## src/rtl/mcev_pkg.sv

```systemverilog
// Shared constants for the DRAM event counter unit.
// Assumes byte offsets of 12 bits and word-aligned registers.
package mcev_pkg;
    localparam int NUM_CTR = 8;
    localparam int CTR_W   = 32;
    localparam int ADDR_W  = 12;
    localparam int GEN_BIT = 1;

    localparam logic [ADDR_W-1:0] A_CTRL = 12'h010;
    localparam logic [ADDR_W-1:0] A_EVEN = 12'h6C0;
    localparam logic [ADDR_W-1:0] A_MASK = 12'h6C8;
    localparam logic [ADDR_W-1:0] A_STAT = 12'h6CC;
    localparam logic [ADDR_W-1:0] A_CLR  = 12'h6D0;

    // Counter offsets: four contiguous words, then a group with a gap after the second pair.
    function automatic logic [ADDR_W-1:0] ctr_offset(input int n);
        if (n < 4)
            return ADDR_W'(12'h380 + 4 * n);
        else
            return ADDR_W'(12'h3C0 + 4 * (n - 4) + ((n >= 6) ? 4 : 0));
    endfunction
endpackage

```

## src/rtl/mcev_counter.sv

```systemverilog
// One event counter with preload.
// Assumes the load and increment qualifiers are already decoded upstream.
module mcev_counter #(
    parameter int W = 32
) (
    input  logic         clk,
    input  logic         rst_n,
    input  logic         inc,
    input  logic         load,
    input  logic [W-1:0] load_val,
    output logic [W-1:0] cnt,
    output logic         ovf
);
    // Count state: a preload beats an increment
    always_ff @(posedge clk) begin
        if (!rst_n)
            cnt <= '0;
        else if (load)
            cnt <= load_val;
        else if (inc)
            cnt <= cnt + 1'b1;
    end

    // Wrap strobe: an increment from all-ones without a competing load
    assign ovf = inc & ~load & (&cnt);
endmodule

```

## src/rtl/mcev_ovf_irq.sv

```systemverilog
// Sticky overflow flags, interrupt mask and interrupt output.
// Assumes the clear strobe is a single-cycle write. Overflow outranks clear.
module mcev_ovf_irq #(
    parameter int N = 8
) (
    input  logic         clk,
    input  logic         rst_n,
    input  logic [N-1:0] ovf,
    input  logic         clr_wr,
    input  logic [N-1:0] clr_bits,
    input  logic         mask_wr,
    input  logic [N-1:0] mask_val,
    output logic [N-1:0] mask,
    output logic [N-1:0] status,
    output logic         irq
);
    logic [N-1:0] clr_eff;
    assign clr_eff = clr_wr ? clr_bits : '0;

    // Mask register: after reset every source is blocked
    always_ff @(posedge clk) begin
        if (!rst_n)
            mask <= '1;
        else if (mask_wr)
            mask <= mask_val;
    end

    // Sticky flags: write-one-to-clear, and a new overflow sets the bit again
    always_ff @(posedge clk) begin
        if (!rst_n)
            status <= '0;
        else
            status <= (status & ~clr_eff) | ovf;
    end

    // Level interrupt from the unmasked flags
    assign irq = |(status & ~mask);
endmodule

```

## src/rtl/mcev_unit.sv

```systemverilog
// Top of the DRAM event counter unit: register decode, enables, counters and the read mux.
// Assumes a single-cycle register bus with combinational read data.
module mcev_unit
    import mcev_pkg::*;
#(
    parameter int CW = CTR_W
) (
    input  logic              clk,
    input  logic              rst_n,
    input  logic              reg_sel,
    input  logic              reg_wr,
    input  logic [ADDR_W-1:0] reg_addr,
    input  logic [CW-1:0]     reg_wdata,
    output logic [CW-1:0]     reg_rdata,
    input  logic [NUM_CTR-1:0] evt_pulse,
    output logic              irq
);
    localparam int N = NUM_CTR;

    logic              wr_en, rd_en;
    logic              glob_en;
    logic [N-1:0]      ev_en;
    logic [N-1:0]      ctr_load, ctr_inc, ovf;
    logic [N-1:0][CW-1:0] cnt_q;
    logic [N-1:0]      mask_q, status_q;
    logic              clr_hit, mask_hit;

    assign wr_en    = reg_sel & reg_wr;
    assign rd_en    = reg_sel & ~reg_wr;
    assign clr_hit  = wr_en && (reg_addr == A_CLR);
    assign mask_hit = wr_en && (reg_addr == A_MASK);

    // Global run bit and the per-counter enable mask
    always_ff @(posedge clk) begin
        if (!rst_n) begin
            glob_en <= 1'b0;
            ev_en   <= '0;
        end else if (wr_en) begin
            if (reg_addr == A_CTRL) glob_en <= reg_wdata[GEN_BIT];
            if (reg_addr == A_EVEN) ev_en   <= reg_wdata[N-1:0];
        end
    end

    // One counter per event line, fixed mapping
    for (genvar i = 0; i < N; i++) begin : g_ctr
        assign ctr_load[i] = wr_en && (reg_addr == ctr_offset(i));
        assign ctr_inc[i]  = glob_en & ev_en[i] & evt_pulse[i];
        mcev_counter #(.W(CW)) u_ctr (
            .clk     (clk),
            .rst_n   (rst_n),
            .inc     (ctr_inc[i]),
            .load    (ctr_load[i]),
            .load_val(reg_wdata),
            .cnt     (cnt_q[i]),
            .ovf     (ovf[i])
        );
    end

    mcev_ovf_irq #(.N(N)) u_irq (
        .clk     (clk),
        .rst_n   (rst_n),
        .ovf     (ovf),
        .clr_wr  (clr_hit),
        .clr_bits(reg_wdata[N-1:0]),
        .mask_wr (mask_hit),
        .mask_val(reg_wdata[N-1:0]),
        .mask    (mask_q),
        .status  (status_q),
        .irq     (irq)
    );

    // Read mux: zero for unmapped and write-only offsets
    always_comb begin
        reg_rdata = '0;
        if (rd_en) begin
            case (reg_addr)
                A_CTRL:  reg_rdata[GEN_BIT] = glob_en;
                A_EVEN:  reg_rdata[N-1:0]   = ev_en;
                A_MASK:  reg_rdata[N-1:0]   = mask_q;
                A_STAT:  reg_rdata[N-1:0]   = status_q;
                default: ;
            endcase
            for (int i = 0; i < N; i++)
                if (reg_addr == ctr_offset(i)) reg_rdata = cnt_q[i];
        end
    end
endmodule

```

## config.mk

```make
export PLATFORM = sky130hd
export DESIGN_NAME = mcev_unit
export DESIGN_NICKNAME = d
export VERILOG_FILES = /design/src/rtl/mcev_pkg.sv /design/src/rtl/mcev_counter.sv /design/src/rtl/mcev_ovf_irq.sv /design/src/rtl/mcev_unit.sv
export SDC_FILE = /design/constraint.sdc
export NUM_CORES = 1
export LEC_CHECK = 0
export CORE_MARGIN = 3
export CORE_UTILIZATION = 60
export DETAILED_ROUTE_END_ITERATION = 10
export PLACE_DENSITY = 0.85
export SLEW_MARGIN = 20
export SYNTH_ARGS = -nofsm -noshare
export SYNTH_HDL_FRONTEND = slang
export SYNTH_SLANG_ARGS = --single-unit
```

## constraint.sdc

```tcl
create_clock -name clk -period 3.19 [get_ports clk]
set_input_delay 0.638 -clock clk [delete_from_list [all_inputs] [get_ports clk]]
set_output_delay 0.638 -clock clk [all_outputs]
set_load 0.005 [all_outputs]
```

==> Word level (Yosys, flattened, before mapping) <==
Index checks and enable logic that the tools add are counted.
{ "classes": {"addsub": 8, "bitwise_logic": 48, "n_reduce_logical": 29, "n_mux": 37, "eq_ne": 21} }
{ "op_table": {"columns": ["operator", "n"], "rows": [
  ["two-way mux 32 bit", 25],
  ["adder 32 x 1 -> 32 bit (second input constant)", 8],
  ["AND reduction 32 bit", 8],
  ["equality test 12 x 10 -> 1 bit (second input constant)", 8],
  ["equality test 12 bit", 8],
  ["two-way mux 12 bit", 8],
  ["equality test 12 x 11 -> 1 bit (second input constant)", 4],
  ["AND 1 bit", 34],
  ["case mux 6 bit (3 select lines)", 1],
  ["AND 8 bit", 2],
  ["inverter 8 bit", 2],
  ["nonzero test 2 bit", 8],
  ["equality test 12 x 5 -> 1 bit (second input constant)", 1],
  ["logical AND 1 bit", 10],
  ["inverter 1 bit", 9],
  ["two-way mux 8 bit", 1],
  ["OR 8 bit", 1],
  ["OR reduction 8 bit", 1],
  ["case mux 1 bit (4 select lines)", 1],
  ["AND reduction 2 bit", 2],
  ["case mux 1 bit (3 select lines)", 1]
]} }
{ "word_totals": {"output_inout_bits": 33, "wordCells": 155, "register_bits": 281, "inputBits": 56} }

==> Longest topological paths before layout <==
{ "logic_depth": {"depth_word": 13, "depth_mapped": 9, "ltp_nobuf": 6} }

==> Cells and area by module <==
From an unflattened synthesis, not the netlist that was laid out.
{ "unflattened": {"hier_cells": 2662, "area_unflattened_um2": 20279.4} }
{ "by_module_without_submodules": {"columns": ["module", "instances", "area_per_inst_um2", "seq_area_each_um2", "cells_per_inst"], "rows": [
  ["mcev_counter", 8, 2050.7, 640.6, 265],
  ["mcev_unit", 1, 3246.9, 180.2, 470],
  ["mcev_ovf_irq", 1, 626.9, 320.3, 72]
]} }

==> Worst setup path after synthesis <==
No wires, ideal clock.
{ "synth_path": {"path_type": "input port to output port", "from": "in reg_addr[0]", "to": "out reg_rdata[19]", "n_path_buf": 2, "path_stages": 7, "t_arrival_ps": 2308, "slack_ps": 244, "required_time_ps": 2552, "cell_sequence": "clkbuf_1 -> or4b_1 -> nor2_1 -> clkbuf_2 -> o21ai_0 -> a22o_1 -> a21oi_1"} }
{ "synth_via": {"elab_chain_cells": 10, "word_cells_on_any_way": 17, "classes_between": "8 x eq/ne; 9 x mux"} }
{ "synth_lines": {"columns": ["item", "line_no", "source"], "rows": [
  ["start, declared", "mcev_unit.sv:12", "input logic [ADDR_W-1:0] reg_addr,"],
  ["equality test 12 bit", "mcev_unit.sv:84", "if (reg_addr == ctr_offset(i)) reg_rdata = cnt_q[i];"],
  ["two-way mux 32 bit (7 in a row)", "mcev_unit.sv:84", null],
  ["two-way mux 32 bit (*)", "mcev_unit.sv:84", null],
  ["two-way mux 32 bit (*)", "mcev_unit.sv:75", "if (rd_en) begin"],
  ["end, declared", "mcev_unit.sv:14", "output logic [CW-1:0] reg_rdata,"]
]} }
Every way passes the cells marked *; elsewhere a longest branch is shown, timed or not.

==> Final worst setup path <==
{ "layout_path": {"from": "in reg_addr[2]", "to": "out reg_rdata[1]"} }
{ "layout_via": {"elab_chain_cells": 11, "word_cells_on_any_way": 22, "classes_between": "12 x eq/ne; 10 x mux"} }
{ "layout_lines": {"columns": ["item", "line_no", "source"], "rows": [
  ["equality test 12 x 11 -> 1 bit / equality test 12 x 5 -> 1 bit (equally long branches)", "mcev_unit.sv:76", "case (reg_addr)"],
  ["case mux 1 bit (4 select lines)", "mcev_unit.sv:76", null],
  ["two-way mux 32 bit (7 in a row)", "mcev_unit.sv:84", null],
  ["two-way mux 32 bit (*)", "mcev_unit.sv:84", null],
  ["two-way mux 32 bit (*)", "mcev_unit.sv:75", null]
]} }
Marked as above.

==> impl_metrics.tcl <==
set metrics [dict create \
    finalHoldViolations 0 \
    slew_headroom 0.311 \
    timing.final.ws_setup_ns -0.00875 \
    initial_core_util 0.619 \
    ys_ff_latch 281 \
    cts-htree-levels 1 \
    max_freq_mhz 313 \
    cts_tree "built" \
    grt_antenna_before_repair 5 \
    finalCriticalPeriod_ns 3.20 \
    fillers 2070 \
    hold_start "rst_n" \
    antenna_left 0 \
    synth_top_area_frac 0.321 \
    worstPathMaxFanout 14 \
    async_reset_ff_frac 0 \
    nNetsFinal 2510 \
    critical_path_class "in2out" \
    yosysSeqAreaShare 0.321 \
    required_ns 2.55 \
    crit_chain "buf_2 -> buf_4 -> buf_12 -> mux2_2 -> a22oi_1 -> o22a_1 -> nand4_1 -> a32o_2 -> buf_2" \
    seq_area_um2 5630 \
    drtIter0Drc 2963 \
    holdWs_ns 0.497 \
    drv_slew 0 \
    max-vdd-ir-drop_mv 0.504 \
    p_per_area_nw_per_um2 364 \
    grt_pass1_vias 19100 \
    yosys-top-cells-count "dfxtp_1, o21ai_0, a21oi_1" \
    cts_root_buffer "clkbuf_16" \
    rsz0062_at_grt "true" \
    synth.net_count 2326 \
    place_congestion 1.13 \
    post-dp-hpwl_um 56800 \
    synth_top_cells_by_area "dfxtp_1, o21ai_0, xor2_1, a21oi_1, xnor2_1" \
    cap_violations 0 \
    drt_pre_antenna_iters 10 \
    syn-cell-area_um2 17500 \
    rows 61 \
    die_w_um 177 \
    whs_path_depth 3 \
    clockBufferDepth 3 \
    die_h_um 177 \
    clk_latency_ns 0.59 \
    coreArea_um2 28300 \
    start_kind "primary input" \
    power.total_mw 7.81 \
    slowest_delay_ns 0.35 \
    vias_per_cell 7.15 \
    avgSynthCellArea_um2 7.75 \
    rrSetupSlack_ns 0.45 \
    worst-path-buf-inv 4 \
    min_to "g_ctr[1].u_ctr.cnt[10]$_SDFFE_PN0P_" \
    cts_made_buffers 30 \
    status "complete, but fails checks" \
    reg2reg_depth 5 \
    die_area_um2 31300 \
    clock_skew_ns 0.0137 \
    hold_path_class "in2reg" \
    worst_path_max_delay_cell "mux2_2" \
    p_leak_nw 7.26 \
    synth_area_leader_cell "dfxtp_1" \
    tightest_slew_ns 1.03 \
    r2r_start "glob_en$_SDFFE_PN0P_" \
    yosys_warnings 0 \
    drive_gt1_frac 0.176 \
    setup_viol 1 \
    numPortBuffers 88 \
    cp_top_family "compound AO/OA/AOI/OAI gates" \
    fin_crit_sh 1.00 \
    ctsHoldBuffers 0 \
    arrival_ns 2.56 \
    clock-sinks 281 \
    drc 2 \
    wire_per_inst_um 27.9 \
    synth_most_common_cell "dfxtp_1" \
    clk_pin_slew_ns 0.06 \
    io_pins 89 \
    grt_max_degree 88 \
    crit_top_cell "buf_2" \
    grt_usage 0.489 \
    violations "design-rule violations, negative setup slack" \
    reg2reg_to "u_irq.status[0]$_SDFF_PN0_" \
    postSynthCellCount 2262 \
    wirelength_um 79400 \
    synthFlopType "dfxtp_1" \
    synth_cell_type_count 77 \
    syn_to_final_growth_pct 22.3 \
    pre_cts_ws_ns -0.802 \
    grt_pass1_wl_um 117000 \
    grt_overflow 0 \
    vias 20400 \
    synth_edf_count 0 \
    endpoint_kind "primary output" \
    multiInputGateArea_um2 11500 \
    final_core_util 0.758 \
]
-- worst max path at each step --
stage	cells past startpoint	end	startpoint	slack (ns)
floorplan	7	reg_rdata[19]	reg_addr[0]	0.24
global placement	12	reg_rdata[0]	reg_addr[4]	-0.81
detailed placement	10	reg_rdata[16]	reg_addr[0]	-0.80
CTS	9	reg_rdata[9]	reg_addr[4]	-0.01
global route	8	reg_rdata[8]	reg_addr[5]	-0.01
finish	9	reg_rdata[1]	reg_addr[2]	-0.009
-- registers in the layout, summed over array words and instances, names as in the netlist --
name             flops
ev_en                8
u_irq.status         8
g_ctr.u_ctr.cnt    256
u_irq.mask           8
glob_en              1
-- tightest hold or removal path, delay by kind of cell --
kind / cells / cell delay (ns)
buf+inv: 1 / 0.23
compound gates: 2 / 0.16
-- routing by layer --
layer	GRT usage	share of wire
met5	0	0.00055
met3	0.169	0.15
met4	0.303	0.085
met1	0.624	0.36
met2	0.708	0.40
-- per-stage QoR --
stage | std cells | cell area, um2 | TNS, ns
2_1_floorplan | 2262 | 17500 | 0
3_3_place_gp | 2766 | 19900 | -22.59
3_5_place_dp | 2766 | 19900 | -23.13
4_1_cts | 2846 | 21400 | -0.0284
5_1_grt | 2845 | 21400 | -0.0164
6_report | 2849 | 21500 | -0.00875
-- cell usage in the layout (no fill, tap or decap), types with 20 or more instances in the layout --
master,instances
or3_1,23
a22oi_1,46
buf_2,33
o21ai_0,248
buf_4,199
nand3_1,115
nor2_1,138
a21oi_2,20
mux2i_1,47
xor2_1,118
dfxtp_1,281
buf_6,29
and4_1,34
a21oi_1,183
inv_1,37
a31oi_1,24
clkdlybuf4s50_1,43
clkbuf_16,31
nor3_1,50
a211oi_1,69
and3_1,45
nor4_1,38
nand2_1,141
xnor2_1,104
nand4_1,103
-- logic make-up (layout without fill, tap and decap cells) --
group                      after synthesis  in the layout  share of synthesized area
AOI/OAI and AO/OA                      711            711                      0.243
xor gates and xnor gates               222            222                      0.111
adders and majority gates                8              8                    0.00571
buffers and inverters                  212            417                     0.0502
DFF                                    281            281                      0.321
muxes                                   56             56                     0.0333
other                                    0              4                          0
and+or+nand+nor                        772            772                      0.237
-- power by group --
part	switching [mW]	leakage (nW)	internal, mW
logic	0.411	4.50	0.193
registers	0.000622	2.26	3.51
clock network	1.57	0.501	2.13
-- what timing repair did --
item,in CTS,in global routing
cloned,4,3
setup buffers,24,0
gates resized for setup,235,47
setup endpoints to repair,32,31
pin swaps,57,29
-- area by class of cell --
| class | instances | area share |
|---|---|---|
| Tap cell | 378 | 0.0220 |
| Antenna cell | 4 | 0.000467 |
| Inverter | 39 | 0.00682 |
| Timing Repair Buffer | 325 | 0.127 |
| Clock inverter | 13 | 0.00764 |
| Clock buffer | 40 | 0.0400 |
| Sequential cell | 281 | 0.262 |
| Multi-Input combinational cell | 1769 | 0.534 |
No activity file was read; power rests on OpenSTA's default activity.
